## config.mk

```make
export PLATFORM = sky130hd
export DESIGN_NAME = llsc_resv_monitor
export DESIGN_NICKNAME = d
export VERILOG_FILES = /design/src/rtl/llsc_pkg.sv /design/src/rtl/llsc_kind_decode.sv /design/src/rtl/llsc_line_match.sv /design/src/rtl/llsc_resv_monitor.sv
export SDC_FILE = /design/constraint.sdc
export NUM_CORES = 1
export LEC_CHECK = 0
export BUFFER_PORTS_ARGS = -buffer_cell sky130_fd_sc_hd__buf_2
export CORE_MARGIN = 2
export CORE_UTILIZATION = 45
export DETAILED_ROUTE_END_ITERATION = 8
export PLACE_DENSITY = 0.82
export SETUP_SLACK_MARGIN = 0.2
export SLEW_MARGIN = 20
export SYNTH_ARGS = -nofsm -noshare
export SYNTH_HDL_FRONTEND = slang
export SYNTH_SLANG_ARGS = --single-unit
```

## constraint.sdc

```tcl
create_clock -name clk -period 2 [get_ports clk]
set_clock_uncertainty 0.15 [all_clocks]
set_input_delay 0.1 -clock clk [delete_from_list [all_inputs] [get_ports clk]]
set_output_delay 0.1 -clock clk [all_outputs]
set_load 0.02 [all_outputs]
```

## src/rtl/llsc_pkg.sv

```systemverilog
package llsc_pkg;

    typedef enum logic [2:0] {
        K_LOAD   = 3'd0,
        K_FETCH  = 3'd1,
        K_STORE  = 3'd2,
        K_RMW_RD = 3'd3,
        K_RMW_WR = 3'd4,
        K_LL     = 3'd5,
        K_SC     = 3'd6,
        K_RSVD   = 3'd7
    } kind_e;

    typedef struct packed {
        logic is_read;
        logic is_ll;
        logic is_sc;
        logic is_plain_wr;
    } kind_class_t;

endpackage

```

## src/rtl/llsc_kind_decode.sv

```systemverilog
module llsc_kind_decode
    import llsc_pkg::*;
(
    input  logic [2:0]  kind,
    output kind_class_t cls
);
    always_comb begin
        cls = '0;
        unique case (kind_e'(kind))
            K_LL:                       cls.is_ll       = 1'b1;
            K_SC:                       cls.is_sc       = 1'b1;
            K_STORE, K_RMW_RD, K_RMW_WR: cls.is_plain_wr = 1'b1;
            default:                    cls.is_read     = 1'b1;
        endcase
    end
endmodule

```

## src/rtl/llsc_line_match.sv

```systemverilog
module llsc_line_match #(
    parameter int LINE_W = 26,
    parameter int ID_W   = 4
) (
    input  logic              held_valid,
    input  logic [LINE_W-1:0] held_line,
    input  logic [ID_W-1:0]   held_owner,
    input  logic [LINE_W-1:0] probe_line,
    input  logic [ID_W-1:0]   probe_owner,
    output logic              line_hit,
    output logic              owner_hit
);
    always_comb begin
        line_hit  = held_valid && (held_line == probe_line);
        owner_hit = line_hit && (held_owner == probe_owner);
    end
endmodule

```

## src/rtl/llsc_resv_monitor.sv

```systemverilog
module llsc_resv_monitor
    import llsc_pkg::*;
#(
    parameter int LINE_W = 26,
    parameter int ID_W   = 4
) (
    input  logic              clk,
    input  logic              rst_n,
    input  logic              done_valid,
    input  logic [LINE_W-1:0] done_line,
    input  logic [2:0]        done_kind,
    input  logic [ID_W-1:0]   done_owner,
    input  logic              drop_valid,
    input  logic [LINE_W-1:0] drop_line,
    output logic              result_valid,
    output logic              result_ok,
    output logic              hold_valid,
    output logic [LINE_W-1:0] hold_line,
    output logic [ID_W-1:0]   hold_owner
);
    localparam int STATE_W = 3 + LINE_W + ID_W;

    typedef struct packed {
        logic              rv;
        logic              rok;
        logic              hv;
        logic [LINE_W-1:0] hl;
        logic [ID_W-1:0]   ho;
    } state_t;

    state_t      st_q, st_d;
    kind_class_t cls;
    logic        drop_hit_held;
    logic        drop_owner_unused;
    logic        after_valid;
    logic        done_line_hit, done_owner_hit;
    logic        drop_on_done;

    llsc_kind_decode u_decode (
        .kind (done_kind),
        .cls  (cls)
    );

    // drop against the held reservation
    llsc_line_match #(.LINE_W(LINE_W), .ID_W(ID_W)) u_drop_match (
        .held_valid  (st_q.hv),
        .held_line   (st_q.hl),
        .held_owner  (st_q.ho),
        .probe_line  (drop_line),
        .probe_owner (st_q.ho),
        .line_hit    (drop_hit_held),
        .owner_hit   (drop_owner_unused)
    );

    // reservation as it stands once any drop has been applied
    assign after_valid = st_q.hv && !(drop_valid && drop_hit_held);

    // completion against the post-drop reservation
    llsc_line_match #(.LINE_W(LINE_W), .ID_W(ID_W)) u_done_match (
        .held_valid  (after_valid),
        .held_line   (st_q.hl),
        .held_owner  (st_q.ho),
        .probe_line  (done_line),
        .probe_owner (done_owner),
        .line_hit    (done_line_hit),
        .owner_hit   (done_owner_hit)
    );

    assign drop_on_done = drop_valid && (drop_line == done_line);

    always_comb begin
        st_d     = st_q;
        st_d.hv  = after_valid;
        st_d.rv  = done_valid;
        st_d.rok = 1'b0;
        if (done_valid) begin
            st_d.rok = 1'b1;
            if (cls.is_ll) begin
                if (!drop_on_done) begin
                    st_d.hv = 1'b1;
                    st_d.hl = done_line;
                    st_d.ho = done_owner;
                end
            end else if (cls.is_sc) begin
                st_d.rok = done_owner_hit;
                if (done_line_hit) st_d.hv = 1'b0;
            end else if (cls.is_plain_wr) begin
                if (done_owner_hit) st_d.hv = 1'b0;
            end
        end
    end

    always_ff @(posedge clk) begin
        if (!rst_n) begin
            st_q <= state_t'({STATE_W{1'b0}});
        end else begin
            st_q <= st_d;
        end
    end

    assign result_valid = st_q.rv;
    assign result_ok    = st_q.rok;
    assign hold_valid   = st_q.hv;
    assign hold_line    = st_q.hl;
    assign hold_owner   = st_q.ho;

endmodule

```

==> impl_metrics.env <==
export IMPL_outcome="completed"
export IMPL_io_pins=96
export IMPL_max_freq_ghz=0.508
export IMPL_antenna_found_initial=0
export IMPL_synth_edff_count=0
export IMPL_grt_pass1_wl_mm=11.7
export IMPL_startpoint_type="register"
export IMPL_drt_wirelength_per_cell_um=16.7
export IMPL_period_minus_slack_ns=1.97
export IMPL_internal_power_w=0.00121
export IMPL_finalSetupTns_ns=0
export IMPL_synth_area_top_cells="dfxtp_1 29%, xnor2_1 28%, mux2i_1 13%"
export IMPL_pwr_share_clk_pct=33.5
export IMPL_hold_class="primary input to register"
export IMPL_final_net_count=464
export IMPL_max_vdd_ir_drop_uv=337
export IMPL_grt_setup_unrepaired="true"
export IMPL_coreArea_mm2=0.00482
export IMPL_synth_commonest_cells="73 x xnor2_1, 63 x nand2_1, 33 x dfxtp_1"
export IMPL_die_area_mm2=0.00569
export IMPL_syn2layout_area_growth_pct=48.4
export IMPL_crit_required_ns=2.05
export IMPL_crit_type="register to register"
export IMPL_cts_root_buf="clkbuf_8"
export IMPL_htreeDepth=2
export IMPL_cts_tree="done"
export IMPL_drive_above_1_share_pct=32.3
export IMPL_hold_violations=0
export IMPL_yosysTopAreaCellShare_pct=28.8
export IMPL_vias=2578
export IMPL_yosysMostFrequentCell="xnor2_1"
export IMPL_clk_pin_slew_ns=0.08
export IMPL_comb_power_share_pct=26.4
export IMPL_routabilityCongestion=1.02
export IMPL_postPlaceCellArea_mm2=0.00289
export IMPL_reg2reg_to="hold_valid"
export IMPL_switching_share_pct=30.1
export IMPL_reg2regPathDepth=5
export IMPL_power_leakage_nw=1.38
export IMPL_startpoint="hold_line[5]"
export IMPL_crit_fanout=4
export IMPL_overflow=0
export IMPL_io_buffers=95
export IMPL_cts_sinks=33
export IMPL_powerDensity_mw_per_mm2=508
export IMPL_fillers=381
export IMPL_power_switching_w=0.000520
export IMPL_die_w_um=75.4
export IMPL_drcViolationCount=0
export IMPL_grt_max_degree=25
export IMPL_busiest_layer="met2"
export IMPL_grtUsageTotal_pct=27.9
export IMPL_synth_area_leader_cell="dfxtp_1"
export IMPL_yosysUniqueCellTypes=24
export IMPL_cts_buffers=5
export IMPL_routed_wl_mm=7.85
export IMPL_postSynthCellCount=271
export IMPL_worstMarginPinSlew_ns=0.607
export IMPL_synth_seq_cells=33
export IMPL_syn_area_mm2=0.00230
export IMPL_end_kind="register"
export IMPL_yosysSeqAreaShare_pct=28.8
export IMPL_first_global_vias=2421
export IMPL_start_util_pct=47.7
export IMPL_dp_hpwl_mm=5.48
export IMPL_insertion_delay_ns=0.31
export IMPL_yosysWarnings=0
export IMPL_arrival_ns=2.02
export IMPL_antenna_cells=0
export IMPL_pwr_share_seq_pct=40.1
export IMPL_use_met2_pct=45.3
export IMPL_finalSetupViolCount=0
export IMPL_place_ws_ns=0.0966
export IMPL_ant_nets=0
export IMPL_rr_startpoint="hold_line[5]"
export IMPL_syn_nets=334
export IMPL_final_area_mm2=0.00341
export IMPL_maxSlewViolCount=0
export IMPL_use_met3_pct=7.54
export IMPL_clk_path_buf_depth=2
export IMPL_viasPerCell=5.50
export IMPL_syn_avg_cell_area_um2=8.47
export IMPL_met1_usage_pct=35.3
export IMPL_drtIter0Drc=300
export IMPL_ff2ff_setup_slack_ns=0.03
export IMPL_die_y_um=75.4
export IMPL_rows=25
export IMPL_async_flop_share_pct=0
export IMPL_critPathCapture="hold_valid"
export IMPL_max_cap_violations=0
export IMPL_fin_ws_ns=0.0316
export IMPL_timing_final_crit_share_pct=98.4
export IMPL_dr_pass1_iters=5
export IMPL_synthFlopType="dfxtp_1"
export IMPL_relSlewSlack_pct=59.4
repair_timing:
action                                  4_1_cts  5_1_grt
gates resized for setup                       2       15
buffers inserted                              0        0
endpoints found under the hold margin        32        0
pin swaps                                     0        1
hold buffers                                 33        0
endpoints found under the setup margin        2        2
cell usage in the layout (no fill, tap or decap), drive strengths merged, types with 5 or more instances in the layout:
master,netlist,routed
dfxtp,33,33
mux2i,30,30
clkbuf,7,7
dlygate4sd3,0,33
nor4,5,5
xnor2,73,73
buf,3,100
nand4,22,22
xor2,11,11
nand2,63,63
state kept, by name (all words and copies together), names as in the netlist:
| name | cells |
|---|---|
| hold_owner | 4 |
| result_ok | 1 |
| result_valid | 1 |
| hold_valid | 1 |
| hold_line | 26 |
per-layer routing:
metal,part of all wire [%],wire (um),vias to the layer above
met5,0,0,-
met1,40,3110,1214
met2,48,3780,152
met3,8.8,694,28
met4,3.4,263,0
li1,-,-,1184
stage by stage:
stage                     instances  hold WS (ns)  total power (W)  util, %
after floorplan                 271        0.0815         0.000915        -
after global placement          428         0.217          0.00108     60.1
after detailed placement        428         0.229          0.00108     60.1
after CTS                       469        0.0350          0.00171     69.4
after global routing            469        0.0656          0.00179     70.8
final                           469        0.0522          0.00173     70.8
critical path, cell delays in order, from the launching register on:
cell and delay, ns:
dfxtp_4 0.37, xor2_1 0.17, or4_1 0.53, and4bb_1 0.28
nand4_1 0.12, a32o_1 0.24
worst min path at each step:
stage	from	end	slack, ns	cells after the start
after floorplan	done_line[5]	hold_line[5]	0.08	2
after global placement	done_owner[3]	hold_owner[3]	0.22	3
after detailed placement	done_owner[1]	hold_owner[1]	0.23	3
after CTS	done_valid	hold_valid	0.03	3
after global routing	done_valid	hold_valid	0.07	3
final	done_valid	hold_valid	0.05	3
power groups by stage:
stage | registers (W) | logic (W) | clock network [W]
floorplan | 0.000723 | 0.000192 | 0
global placement | 0.000705 | 0.000372 | 0
detailed placement | 0.000706 | 0.000379 | 0
CTS | 0.000691 | 0.000434 | 0.000586
global route | 0.000696 | 0.000487 | 0.000605
finish | 0.000694 | 0.000456 | 0.000579
layout make-up:
cell class	count	area, um^2	area share [%]
Inverter	1	3.75	0.110
Multi-Input combinational cell	227	1680	49.2
Sequential cell	33	676	19.8
Tap cell	67	83.8	2.46
Clock inverter	1	5.00	0.147
Timing Repair Buffer	133	868	25.5
Clock buffer	7	96.3	2.83
kinds of logic (layout without fill, tap and decap cells):
group | Yosys count | count (layout) | synth area share (%)
buf+inv | 11 | 142 | 1.96
simple gates | 107 | 107 | 22.3
mux | 30 | 30 | 13.1
flops | 33 | 33 | 28.8
compound gates | 6 | 6 | 1.80
xor+xnor | 84 | 84 | 32.0
No activity file was read; power rests on OpenSTA's default activity.
